File: src/rtl/angle_step_pkg.sv
package angle_step_pkg;
  parameter int ANGLE_W    = 16;
  parameter int FINE_EXTRA = 2;

  typedef logic [ANGLE_W-1:0] angle_t;

  // Weight of one step in units of the finest bit.
  function automatic angle_t lsb_weight(input logic fine);
    return fine ? angle_t'(1) : angle_t'(1) << FINE_EXTRA;
  endfunction

  // Clear the bits below the coarse LSB when coarse mode is active.
  function automatic angle_t coarse_mask(input angle_t a, input logic fine);
    angle_t m;
    m = a;
    if (!fine) m[FINE_EXTRA-1:0] = '0;
    return m;
  endfunction

  // One step in the given direction, wrapping on the word width.
  function automatic angle_t step_angle(input angle_t a, input logic up, input logic fine);
    angle_t s;
    s = up ? a + lsb_weight(fine) : a - lsb_weight(fine);
    return coarse_mask(s, fine);
  endfunction
endpackage

File: src/rtl/step_queue.sv
module step_queue (
  input  logic clk,
  input  logic rst_n,
  input  logic req,
  input  logic dir,
  input  logic busy,
  output logic take,
  output logic take_dir,
  output logic q_full
);
  logic q_v, q_d;

  assign take     = !busy && (q_v || req);
  assign take_dir = q_v ? q_d : dir;
  assign q_full   = q_v;

  always_ff @(posedge clk) begin
    if (!rst_n) begin
      q_v <= 1'b0;
      q_d <= 1'b0;
    end else if (take) begin
      q_v <= q_v && req;
      if (q_v && req) q_d <= dir;
    end else if (busy && req && !q_v) begin
      q_v <= 1'b1;
      q_d <= dir;
    end
  end

  // a full slot keeps its direction until it is taken
  assert_queue_hold_R8: assert property (@(posedge clk) disable iff (!rst_n)
    ($past(q_v) && $past(busy)) |-> (q_v && q_d == $past(q_d)));
endmodule

File: src/rtl/busy_sequencer.sv
module busy_sequencer #(
  parameter int UPD_DLY   = 2,
  parameter int VALID_DLY = 8,
  parameter int BUSY_LEN  = 12
) (
  input  logic clk,
  input  logic rst_n,
  input  logic take,
  input  logic take_dir,
  output logic busy,
  output logic cur_dir,
  output logic upd_evt,
  output logic valid
);
  localparam int PH_W = (BUSY_LEN > 1) ? $clog2(BUSY_LEN) : 1;
  localparam logic [PH_W-1:0] PH_UPD  = PH_W'(UPD_DLY - 1);
  localparam logic [PH_W-1:0] PH_VAL  = PH_W'(VALID_DLY);
  localparam logic [PH_W-1:0] PH_LAST = PH_W'(BUSY_LEN - 1);

  logic [PH_W-1:0] ph;

  assign upd_evt = busy && (ph == PH_UPD);
  assign valid   = busy && (ph == PH_VAL);

  always_ff @(posedge clk) begin
    if (!rst_n) begin
      busy    <= 1'b0;
      ph      <= '0;
      cur_dir <= 1'b0;
    end else if (take) begin
      busy    <= 1'b1;
      ph      <= '0;
      cur_dir <= take_dir;
    end else if (busy) begin
      if (ph == PH_LAST) begin
        busy <= 1'b0;
        ph   <= '0;
      end else begin
        ph <= ph + 1'b1;
      end
    end
  end

  // a pulse only ends after its full length
  assert_busy_len_R2: assert property (@(posedge clk) disable iff (!rst_n)
    $fell(busy) |-> ($past(ph) == PH_LAST));
  // each pulse starts with phase zero
  assert_busy_start_R2: assert property (@(posedge clk) disable iff (!rst_n)
    $rose(busy) |-> (ph == '0));
endmodule

File: src/rtl/angle_register.sv
module angle_register
  import angle_step_pkg::*;
(
  input  logic   clk,
  input  logic   rst_n,
  input  logic   upd,
  input  logic   up,
  input  logic   res16,
  output angle_t angle
);
  always_ff @(posedge clk) begin
    if (!rst_n)   angle <= '0;
    else if (upd) angle <= step_angle(angle, up, res16);
    else          angle <= coarse_mask(angle, res16);
  end

  // outside an update, the word holds while the mode is fine
  assert_hold_R3: assert property (@(posedge clk) disable iff (!rst_n)
    (!$past(upd) && $past(res16)) |-> $stable(angle));
  // a fine step is plus or minus one
  assert_fine_step_R5: assert property (@(posedge clk) disable iff (!rst_n)
    ($past(upd) && $past(res16)) |->
      (angle == ($past(up) ? $past(angle) + 16'd1 : $past(angle) - 16'd1)));
  // coarse mode leaves the extra bits at zero
  assert_coarse_low_R6: assert property (@(posedge clk) disable iff (!rst_n)
    !$past(res16) |-> (angle[FINE_EXTRA-1:0] == '0));
endmodule

File: src/rtl/angle_step_counter.sv
module angle_step_counter
  import angle_step_pkg::*;
#(
  parameter int UPD_DLY   = 2,
  parameter int VALID_DLY = 8,
  parameter int BUSY_LEN  = 12
) (
  input  logic               clk,
  input  logic               rst_n,
  input  logic               step_req,
  input  logic               step_dir,
  input  logic               res16,
  output logic [ANGLE_W-1:0] angle_o,
  output logic               busy_o,
  output logic               valid_o
);
  logic take, take_dir, q_full, cur_dir, upd_evt;
  logic upd_seen;

  step_queue u_queue (
    .clk(clk), .rst_n(rst_n), .req(step_req), .dir(step_dir), .busy(busy_o),
    .take(take), .take_dir(take_dir), .q_full(q_full)
  );

  busy_sequencer #(.UPD_DLY(UPD_DLY), .VALID_DLY(VALID_DLY), .BUSY_LEN(BUSY_LEN)) u_seq (
    .clk(clk), .rst_n(rst_n), .take(take), .take_dir(take_dir),
    .busy(busy_o), .cur_dir(cur_dir), .upd_evt(upd_evt), .valid(valid_o)
  );

  angle_register u_angle (
    .clk(clk), .rst_n(rst_n), .upd(upd_evt), .up(cur_dir), .res16(res16), .angle(angle_o)
  );

  // Tracks whether this pulse's update has happened, for the strobe check.
  always_ff @(posedge clk) begin
    if (!rst_n || take) upd_seen <= 1'b0;
    else if (upd_evt)   upd_seen <= 1'b1;
  end

  // the strobe comes after the angle update of its pulse
  assert_valid_after_update_R4: assert property (@(posedge clk) disable iff (!rst_n)
    valid_o |-> upd_seen);
  // the strobe lasts one cycle
  assert_valid_single_R4: assert property (@(posedge clk) disable iff (!rst_n)
    valid_o |=> !valid_o);
  // a queued request starts after one idle cycle
  assert_queue_served_R8: assert property (@(posedge clk) disable iff (!rst_n)
    (!busy_o && q_full) |=> busy_o);
  // a pulse only starts on a request or a queued one
  assert_start_cause_R2: assert property (@(posedge clk) disable iff (!rst_n)
    $rose(busy_o) |-> $past(step_req || q_full));
endmodule

File: config.mk
export PLATFORM = sky130hd
export DESIGN_NAME = angle_step_counter
export DESIGN_NICKNAME = d
export VERILOG_FILES = /design/src/rtl/angle_step_pkg.sv /design/src/rtl/step_queue.sv /design/src/rtl/busy_sequencer.sv /design/src/rtl/angle_register.sv /design/src/rtl/angle_step_counter.sv
export SDC_FILE = /design/constraint.sdc
export NUM_CORES = 1
export LEC_CHECK = 0
export CAP_MARGIN = 5
export CORE_ASPECT_RATIO = 0.7
export CORE_MARGIN = 4
export CORE_UTILIZATION = 45
export CTS_BUF_LIST = sky130_fd_sc_hd__clkbuf_16
export DETAILED_ROUTE_END_ITERATION = 8
export PLACE_DENSITY = 0.67
export REMOVE_ABC_BUFFERS = 1
export SLEW_MARGIN = 20
export SYNTH_ARGS = -nofsm -noshare
export SYNTH_HDL_FRONTEND = slang
export SYNTH_SLANG_ARGS = --single-unit
File: constraint.sdc
create_clock -name clk -period 3.15 [get_ports clk]
set_input_delay 0.4725 -clock clk [delete_from_list [all_inputs] [get_ports clk]]
set_output_delay 0.4725 -clock clk [all_outputs]
set_load 0.02 [all_outputs]
Word-level counts from Yosys, hierarchy flattened
Index checks and enable logic that the tools add are counted.
Storage, ports and cells
  register bits after elaboration: 24
  bits in latches: 0
  RAM bits: 0
  bits in read-only memories: 0
  input port bits: 5
  output and inout bits: 18
  logic and storage cells: 43
  memories kept: 0
Operators by class
  add/subtract/negate cells: 3
  multipliers: 0
  div/mod/pow operators: 0
  order comparisons: 0
  equal/unequal tests: 5
  shift-type cells: 0
  mux-type cells: 15
  bitwise gates (word level): 1
  reduce and logical (&&, ||, !) cells: 12
Operators with widths (number)
  16-bit by 3-bit adder with 16-bit output: 1
  16-bit 2-to-1 mux: 1
  16-bit by 3-bit subtractor with 16-bit output: 1
  1-bit 2-to-1 mux: 9
  4-bit equality test, second input constant: 2
  1-bit logical AND: 6
  2-bit 2-to-1 mux: 3
  4-bit by 1-bit adder with 4-bit output, second input constant: 1
  4-bit by 1-bit equality test with 1-bit output, second input constant: 1
  4-bit 2-to-1 mux: 1
  2-bit by 1-bit inequality test with 1-bit output, second input constant: 2
  3-bit 2-to-1 mux: 1
  1-bit logical NOT: 2
  2-bit AND reduction: 1
  2-bit nonzero test: 1
  2-bit OR reduction: 1
  1-bit logical OR: 1
  1-bit NOT: 1

Depth between registers and ports, before layout
Gate-level depths: netlist (run 1).
  depth after elaboration: 5
  gate-level depth with buffers: 10
  gate-level depth less buffers: 10

Hierarchy
From an unflattened synthesis (run 1), not the netlist that was laid out.
Unflattened totals
  cells, all modules: 226
  area, all modules: 1865.5 um^2
By module, submodules not included
  angle_register: times used 1, cells each 179, area each 1430.1 um^2, sequential area each 320.3 um^2
  busy_sequencer: times used 1, cells each 35, area each 332.8 um^2, sequential area each 120.1 um^2
  step_queue: times used 1, cells each 12, area each 102.6 um^2, sequential area each 40.0 um^2

Worst setup path after synthesis (run 1)
OpenSTA, ideal clock, no wires.
  path kind: reg2reg
  start: reg u_seq.cur_dir
  end: reg u_angle.angle[12]
  library setup time: 0.079 ns
  data arrival time: 2.108 ns
  data required time: 3.071 ns
  setup slack: 0.963 ns
  cell stages (with the launch flop): 10
  path buffers: 0
  clock period less this slack: 2.187 ns
  cells stage by stage: dfxtp_1 > inv_1 > nand2_1 > fa_1 > nor2b_1 > o211ai_1 > a21boi_1 > o211ai_1 > a211o_1 > o211ai_1
Between the ends
  cells in the longest elaborated chain, start to end: 1
RTL lines
  start, declared: line busy_sequencer.sv:11  | output logic cur_dir,
  start signal, assigned: line busy_sequencer.sv:33  | cur_dir <= take_dir;
  16-bit 2-to-1 mux: line angle_step_pkg.sv:23  | s = up ? a + lsb_weight(fine) : a - lsb_weight(fine);
  end signal, assigned: line angle_register.sv:13  | else if (upd) angle <= step_angle(angle, up, res16);
  end signal, assigned: line angle_register.sv:14  | else angle <= coarse_mask(angle, res16);
  end, declared: line angle_register.sv:9  | output angle_t angle
Every way passes these cells.
A chain may end at the register's enable or synchronous reset.

Worst setup path after layout (run 1)
Ends and elaborated chain as after synthesis.

==> results_dict.tcl, run 1 <==
set metrics [dict create \
    ctsHtreeMaxLevel 1 \
    setup_ws_ns 0.532 \
    clock_path_buffers 2 \
    status "finished, final reports clean" \
    worstHoldPathCells 2 \
    seqPwrFrac_pct 38.8 \
    critPathLaunchType "flip-flop" \
    finalNetCount 271 \
    slowest_delay_ns 0.46 \
    grt_start_max_net_pins 21 \
    ios 23 \
    rr_worst_depth 9 \
    ys_warn_count 0 \
    post-place-ws_ns 0.373 \
    syn_avg_cell_area_sq_um 8.11 \
    switchingPower_uw 266 \
    placed_area_sq_um 2070 \
    drt-vias-per-instance 5.56 \
    drc 0 \
    hold_viol_final 0 \
    grt_pass1_wl_um 6660 \
    critical_path.endpoint_type "flip-flop" \
    drt-total-wl_um 3980 \
    fin_skew_ns 0.00419 \
    clock-sinks 24 \
    place_congestion 0.944 \
    r2r_slack_ns 0.53 \
    crit_arrival_ns 2.80 \
    post_cts_buffers 0 \
    floorplan.initialDensity_pct 46.9 \
    num_antenna_cells 0 \
    layout_common_cells "nand2_1 (27), dfxtp_1 (24), clkdlybuf4s50_1 (22)" \
    antenna_found_initial 0 \
    max_freq_ghz 0.382 \
    cts_buffers 3 \
    die_area_sq_um 5220 \
    layout_commonest_cell "nand2_1" \
    clockRootBuffer "clkbuf_16" \
    maxSlewViolCount 0 \
    min_to "u_queue.q_d$_SDFFE_PN0P_" \
    ctsResizeCount 0 \
    wl_per_cell_um 13.3 \
    worstReg2RegStart "u_seq.cur_dir$_SDFFE_PN0P_" \
    setup_viol 0 \
    core_sq_um 3950 \
    crit_path_frequent_cell "o211ai_1" \
    drtIter0Drc 146 \
    rsz0062_at_grt "false" \
    power.leakage_nw 0.871 \
    worstSkewPairLatency_ns 0.26 \
    r2r_end "u_angle.angle[12]$_SDFFE_PN0P_" \
    fin_total_pwr_uw 855 \
    hold_buffers 0 \
    crit_chain "inv_1 > nand2_1 > fa_1 > nor2b_1 > o211ai_1 > a21boi_1 > o211ai_1 > a211o_1 > o211ai_1" \
    finalCritPeriodShare_pct 83.1 \
    port_buffers 22 \
    cts_tree "built" \
    hpwl_um 2920 \
    setup_tns_ns 0 \
    hp-class "flip-flop to flip-flop" \
    grt_usage_pct 15.9 \
    holdCritStartpoint "u_queue.q_d$_SDFFE_PN0P_" \
    maxSlewHeadroom_pct 49.1 \
    fin_crit_ns 2.62 \
    syn_to_final_growth_pct 16.2 \
    power_density_nw_per_um2 398 \
    critPathMaxFanout 13 \
    syn_area_sq_um 1850 \
    firstDrtPassIters 4 \
    ys_ff_latch 24 \
    worstSetupPathType "flip-flop to flip-flop" \
    first_global_vias 1400 \
    worst_pin_slew_ns 0.761 \
    timing.hold.ws_ns 0.470 \
    drive_gt1_share_pct 4.88 \
    power_frac_clock_pct 33.1 \
    vias 1658 \
    p_sw_share_pct 31.1 \
    row_count 19 \
    die_w_um 84.6 \
    gr-total-overflow 0 \
    netlist_instances 228 \
    comb_power_share_pct 28.1 \
    ant_nets 0 \
    finalInstanceArea_sq_um 2150 \
    clk_pin_slew_ns 0.06 \
    synth_cell_types 46 \
    maxCapViolations 0 \
    crit_path_top_delay_cell "fa_1" \
    die_h_um 61.6 \
    critPathRequiredTime_ns 3.34 \
    vdd_ir_drop_max_mv 0.210 \
    intPower_uw 589 \
    ys_seq_area_share_pct 26.0 \
]
[logic make-up after synthesis]
family / synth area share, %
buffers and inverters: 5.89
AOI/OAI and AO/OA: 24.0
muxes: 2.71
adders and majority gates: 13.3
and+or+nand+nor: 22.9
xor gates and xnor gates: 5.21
DFF: 26.0
[worst max-delay path: cells and delay by family (launching register included)]
kind            cells  cell delay, ns
simple gates        2            0.33
compound gates      5            0.95
buf+inv             1            0.42
fa+ha+maj           1            0.46
flops               1            0.38
[layout make-up]
| cell class | instances | area [sq um] |
|---|---|---|
| Clock buffer | 3 | 75.1 |
| Clock inverter | 1 | 3.75 |
| Fill cell | 387 | 1800 |
| Inverter | 8 | 30.0 |
| Multi-Input combinational cell | 186 | 1260 |
| Sequential cell | 24 | 480 |
| Tap cell | 52 | 65.1 |
| Timing Repair Buffer | 24 | 235 |
[how the worst max path moves through the flow]
stage | cells past startpoint | slack (ns) | to | startpoint
floorplan | 9 | 0.96 | u_angle.angle[12]$_SDFFE_PN0P_ | u_seq.cur_dir$_SDFFE_PN0P_
global placement | 9 | 0.44 | u_angle.angle[12]$_SDFFE_PN0P_ | res16
detailed placement | 9 | 0.37 | u_angle.angle[12]$_SDFFE_PN0P_ | res16
CTS | 9 | 0.52 | u_angle.angle[12]$_SDFFE_PN0P_ | u_seq.cur_dir$_SDFFE_PN0P_
global route | 9 | 0.32 | u_angle.angle[14]$_SDFFE_PN0P_ | u_seq.cur_dir$_SDFFE_PN0P_
finish | 9 | 0.53 | u_angle.angle[12]$_SDFFE_PN0P_ | u_seq.cur_dir$_SDFFE_PN0P_
[Yosys cell counts, drive strengths merged]
| cell type | count | area (sq um) |
|---|---|---|
| nor2 | 12 | 45.0 |
| o31ai | 2 | 15.0 |
| dfxtp | 24 | 480 |
| nor2b | 3 | 18.8 |
| a211oi | 1 | 7.51 |
| nand4 | 6 | 37.5 |
| xnor2 | 7 | 61.3 |
| clkbuf | 4 | 25.0 |
| xor2 | 4 | 35.0 |
| and2 | 5 | 31.3 |
| o21bai | 2 | 15.0 |
| a221oi | 1 | 15.0 |
| o21ai | 17 | 85.1 |
| o211ai | 6 | 45.0 |
| nand2 | 27 | 101 |
| buf | 6 | 53.8 |
| and3b | 1 | 8.76 |
| a31oi | 1 | 6.26 |
| nand2b | 2 | 12.5 |
| a21o | 5 | 40.0 |
| nand3 | 18 | 90.1 |
| mux2i | 5 | 50.1 |
| and4b | 1 | 10.0 |
| o221ai | 2 | 23.8 |
| a211o | 1 | 8.76 |
| or3 | 2 | 12.5 |
| o21a | 1 | 7.51 |
| inv | 8 | 30.0 |
| and3 | 5 | 32.5 |
| ha | 18 | 225 |
| o211a | 1 | 10.0 |
| a21boi | 8 | 60.1 |
| nand4b | 1 | 8.76 |
| fa | 1 | 20.0 |
| nand3b | 2 | 15.0 |
| a21oi | 18 | 105 |
[layer usage]
metal / part of all wire (%) / wire length [um] / up-vias / GRT usage, %
met3: 4.8 / 189 / 4 / 4.14
met4: 0.68 / 27 / 0 / 3.16
met1: 55 / 2180 / 756 / 23.0
li1: - / - / 859 / -
met2: 40 / 1580 / 39 / 24.1
met5: 0 / 0 / - / 0
[power groups by stage]
| stage | clock network (mW) | logic [mW] | registers, mW |
|---|---|---|---|
| after CTS | 0.293 | 0.238 | 0.332 |
| after floorplan | 0 | 0.167 | 0.344 |
| final | 0.283 | 0.240 | 0.332 |
| after global routing | 0.304 | 0.265 | 0.334 |
| after global placement | 0 | 0.235 | 0.338 |
| after detailed placement | 0 | 0.237 | 0.339 |
[registers in the layout (all words and copies together) (netlist names)]
signal          cells
u_seq.busy          1
u_queue.q_full      1
u_angle.angle      16
u_queue.q_d         1
u_seq.cur_dir       1
u_seq.ph            4
[through the flow]
stage | utilization, % | instances
global route | 54.5 | 298
detailed placement | 52.5 | 294
CTS | 54.5 | 298
floorplan | - | 218
finish | 54.5 | 298
global placement | 52.5 | 294
(Power assumes the default switching activity.)
==> inputs of run 2 (changes only) <==
Clock period 3.15 ns to 2.5 ns, I/O delays scaled along.
==> results_dict.tcl, run 2 (synthesized netlist as in run 1, its figures left out) <==
set metrics [dict create \
    drt-vias-per-instance 5.37 \
    rsz0062_at_grt "false" \
    ctsResizeCount 0 \
    drive_gt1_share_pct 8.24 \
    clk_pin_slew_ns 0.06 \
    r2r_end "u_angle.angle[12]$_SDFFE_PN0P_" \
    setup_viol 0 \
    critical_path.endpoint_type "flip-flop" \
    grt_pass1_wl_um 6800 \
    worstSetupPathType "primary input to flip-flop" \
    layout_commonest_cell "nand2_1" \
    ios 23 \
    hold_viol_final 0 \
    critPathRequiredTime_ns 2.69 \
    cts_tree "built" \
    num_antenna_cells 0 \
    drc 0 \
    clock-sinks 24 \
    critPathMaxFanout 3 \
    holdCritStartpoint "u_queue.q_d$_SDFFE_PN0P_" \
    finalCritPeriodShare_pct 93.2 \
    floorplan.initialDensity_pct 46.9 \
    crit_arrival_ns 2.52 \
    core_sq_um 3950 \
    min_to "u_queue.q_d$_SDFFE_PN0P_" \
    layout_common_cells "nand2_1 (27), dfxtp_1 (24), clkdlybuf4s50_1 (22)" \
    post_cts_buffers 0 \
    hpwl_um 3020 \
    worstHoldPathCells 2 \
    ant_nets 0 \
    finalNetCount 280 \
    max_freq_ghz 0.429 \
    fin_skew_ns 0.00322 \
    largest_reg_flops 16 \
    grt_start_max_net_pins 29 \
    port_buffers 22 \
    worst_pin_slew_ns 0.491 \
    clock_path_buffers 2 \
    grt_usage_pct 16.4 \
    place_congestion 0.851 \
    wl_per_cell_um 13.2 \
    row_count 19 \
    first_global_vias 1421 \
    crit_start "res16" \
    die_w_um 84.6 \
    maxSlewViolCount 0 \
    hp-class "flip-flop to flip-flop" \
    critPathLaunchType "primary input" \
    gr-total-overflow 0 \
    rr_worst_depth 10 \
    firstDrtPassIters 4 \
    maxCapViolations 0 \
    setup_tns_ns 0 \
    worstSkewPairLatency_ns 0.26 \
    ctsHtreeMaxLevel 1 \
    drtIter0Drc 89 \
    worstReg2RegStart "u_seq.cur_dir$_SDFFE_PN0P_" \
    fin_crit_ns 2.33 \
    clockRootBuffer "clkbuf_16" \
    die_h_um 61.6 \
    r2r_slack_ns 0.31 \
    power.leakage_nw 0.913 \
    syn_to_final_growth_pct 19.9 \
    maxSlewHeadroom_pct 66.9 \
    vdd_ir_drop_max_mv 0.291 \
    drt-total-wl_um 4060 \
    biggestRegsByFlops "u_angle.angle (16), u_seq.ph (4)" \
    regMostFlops "u_angle.angle" \
    die_area_sq_um 5220 \
    cts_buffers 3 \
    instances_no_fill 307 \
    status "finished, final reports clean" \
    vias 1650 \
    hold_buffers 0 \
    power_density_nw_per_um2 494 \
    antenna_found_initial 0 \
    dp.cells 303 \
]
run 2: cell types whose count changed in the layout (fill, tap and decap cells not counted):
cell / delta
buf_4: +9
run 2: how the worst max path moves through the flow:
stage | to
after floorplan | u_angle.angle[12]$_SDFFE_PN0P_
after global placement | u_angle.angle[15]$_SDFFE_PN0P_
after detailed placement | u_angle.angle[15]$_SDFFE_PN0P_
after CTS | u_angle.angle[15]$_SDFFE_PN0P_
after global routing | u_angle.angle[15]$_SDFFE_PN0P_
final | u_angle.angle[15]$_SDFFE_PN0P_
run 2: metal layers:
| layer | part of all wire, % | GRT usage, % | up-vias |
|---|---|---|---|
| li1 | - | - | 886 |
| met1 | 52 | 23.2 | 728 |
| met2 | 43 | 25.5 | 32 |
| met3 | 4.3 | 3.74 | 4 |
| met4 | 0.59 | 3.84 | 0 |
| met5 | 0 | 0 | - |
run 2: area by class of cell:
cell class	count	area [sq um]
fillers	394	1730
multi-input cells	186	1260
flip-flops and latches	24	480
repair buffers	33	303
clock buffers	3	75.1
well taps	52	65.1
inverters	8	30.0
clock inverters	1	3.75
run 2: where the power goes:
group | internal [mW] | total, mW | leakage (nW) | switching, mW
logic | 0.142 | 0.320 | 0.680 | 0.178
registers | 0.397 | 0.415 | 0.195 | 0.0179
clock network | 0.214 | 0.360 | 0.0385 | 0.146
total | 0.753 | 1.09 | 0.913 | 0.342
run 2: metrics by stage:
stage          worst slack (ns)  utilization, %  cell area (sq um)  total power [mW]  hold WS, ns
2_1_floorplan             0.311               -               1770             0.644        0.443
3_3_place_gp            -0.0583            54.2               2140             0.736        0.454
3_5_place_dp            -0.0707            54.2               2140             0.739        0.461
4_1_cts                   0.142            56.2               2220              1.10        0.470
5_1_grt                  0.0283            56.2               2220              1.15        0.482
6_report                  0.170            56.2               2220              1.09        0.464
run 2: worst max-delay path, cell delays in order:
cell             delay [ns]
clkdlybuf4s50_1        0.49
buf_4                  0.13
nand2_1                0.07
ha_1                   0.29
nand4_1                0.12
a21oi_1                0.16
o21ai_1                0.13
o31ai_1                0.30
mux2i_1                0.26
mux2i_1                0.20
==> inputs of run 3 (changes only) <==
Settings changed: REMOVE_ABC_BUFFERS 1 to default.
==> results_dict.tcl, run 3 (synthesized netlist as in run 1, its figures left out) <==
set metrics [dict create \
    die_area_sq_um 5220 \
    power_density_nw_per_um2 533 \
    regMostFlops "u_angle.angle" \
    largest_reg_flops 16 \
    port_buffers 22 \
    maxSlewViolCount 0 \
    drt-vias-per-instance 5.58 \
    drc 0 \
    biggestRegsByFlops "u_angle.angle (16), u_seq.ph (4)" \
    intPower_uw 883 \
    p_sw_share_pct 29.3 \
    layout_commonest_cell "nand2_1" \
    place_congestion 0.843 \
    timing.hold.ws_ns 0.464 \
    post-route-util_pct 59.4 \
    first_global_vias 1496 \
    critical_path.endpoint_type "flip-flop" \
    core_sq_um 3950 \
    switchingPower_uw 365 \
    clock_path_buffers 2 \
    worstSkewPairLatency_ns 0.26 \
    grt_usage_pct 16.9 \
    vias 1745 \
    post-place-ws_ns -0.120 \
    worstHoldPathCells 2 \
    clk_pin_slew_ns 0.07 \
    holdCritStartpoint "u_queue.q_d$_SDFFE_PN0P_" \
    hpwl_um 3130 \
    syn_nets 252 \
    cts_buffers 3 \
    fin_crit_ns 2.35 \
    setup_ws_ns 0.150 \
    grt_start_max_net_pins 20 \
    ant_nets 0 \
    drive_gt1_share_pct 15.7 \
    firstDrtPassIters 4 \
    clock-sinks 24 \
    critPathRequiredTime_ns 2.69 \
    hp-class "flip-flop to flip-flop" \
    setup_viol 0 \
    crit_arrival_ns 2.54 \
    power.leakage_nw 0.953 \
    dp.cells 303 \
    ios 23 \
    syn_to_final_growth_pct 26.7 \
    worstReg2RegStart "u_seq.cur_dir$_SDFFE_PN0P_" \
    finalCritPeriodShare_pct 94.0 \
    worst_pin_slew_ns 0.545 \
    worstSetupPathType "flip-flop to flip-flop" \
    hold_viol_final 0 \
    clockRootBuffer "clkbuf_16" \
    critPathMaxFanout 8 \
    setup_tns_ns 0 \
    antenna_found_initial 0 \
    num_antenna_cells 0 \
    crit_start "u_seq.cur_dir$_SDFFE_PN0P_" \
    maxCapViolations 0 \
    die_h_um 61.6 \
    status "finished, final reports clean" \
    critPathLaunchType "flip-flop" \
    vdd_ir_drop_max_mv 0.373 \
    finalNetCount 286 \
    layout_common_cells "nand2_1 (26), dfxtp_1 (23), clkdlybuf4s50_1 (21)" \
    cts_tree "built" \
    max_freq_ghz 0.426 \
    instances_no_fill 313 \
    comb_power_share_pct 28.9 \
    maxSlewHeadroom_pct 63.3 \
    drt-total-wl_um 4480 \
    rr_worst_depth 9 \
    row_count 19 \
    fin_skew_ns 0.00260 \
    hold_buffers 0 \
    wl_per_cell_um 14.3 \
    power_frac_clock_pct 37.5 \
    grt_pass1_wl_um 6980 \
    ctsHtreeMaxLevel 1 \
    gr-total-overflow 0 \
    floorplan.initialDensity_pct 46.9 \
    seqPwrFrac_pct 33.5 \
    die_w_um 84.6 \
    drtIter0Drc 123 \
]
run 3: cell types whose count changed in the layout (fill, tap and decap cells not counted), sizes merged:
cell | before | now
clkinv | 1 | 0
clkdlybuf4s50 | 22 | 21
dlymetal6s2s | 0 | 1
clkinvlp | 0 | 2
inv | 8 | 7
bufinv | 0 | 1
buf | 11 | 16
run 3: repair_timing:
item,in CTS,in global routing
setup endpoints to repair,0,7
setup buffers,0,5
resized for setup,0,17
run 3: power groups by stage:
stage	Clock [mW]	Combinational, mW	Sequential, mW
floorplan	0	0.236	0.431
global placement	0	0.320	0.424
detailed placement	0	0.322	0.424
CTS	0.478	0.324	0.415
global route	0.489	0.398	0.421
finish	0.468	0.361	0.419
run 3: worst paths after layout:
kind | end | slack [ns]
worst max-delay path | u_angle.angle[15]$_SDFFE_PN0P_ | 0.15
worst min-delay path | u_queue.q_d$_SDFFE_PN0P_ | 0.46
worst max register to register | u_angle.angle[15]$_SDFFE_PN0P_ | 0.15
worst min register to register | u_queue.q_d$_SDFFE_PN0P_ | 0.46
run 3: per-stage QoR:
| step | area [sq um] | power [mW] |
|---|---|---|
| 6_report | 2340 | 1.25 |
| 2_1_floorplan | 1850 | 0.667 |
| 3_3_place_gp | 2140 | 0.744 |
| 3_5_place_dp | 2140 | 0.746 |
| 4_1_cts | 2240 | 1.22 |
| 5_1_grt | 2340 | 1.31 |
run 3: area by class of cell:
type | instances | area [sq um]
fillers | 377 | 1600
multi-input cells | 186 | 1300
flip-flops and latches | 24 | 484
repair buffers | 38 | 343
clock buffers | 3 | 75.1
well taps | 52 | 65.1
inverters | 8 | 33.8
clock inverters | 1 | 30.0
repair inverters | 1 | 7.51
run 3: metal layers:
metal	part of all wire [%]	global-route usage, %	wire [um]
met5	0	0	0
met4	0.74	4.29	33
met3	6.3	4.41	284
met2	44	27.0	1960
met1	49	23.2	2200
run 3: worst max-delay path: stages (launching register included):
cell,delay (ns)
dfxtp_4,0.38
clkinvlp_4,0.19
buf_4,0.20
ha_1,0.38
and3_2,0.22
a221oi_2,0.27
o31ai_2,0.10
buf_4,0.15
mux2i_2,0.18
mux2i_1,0.20
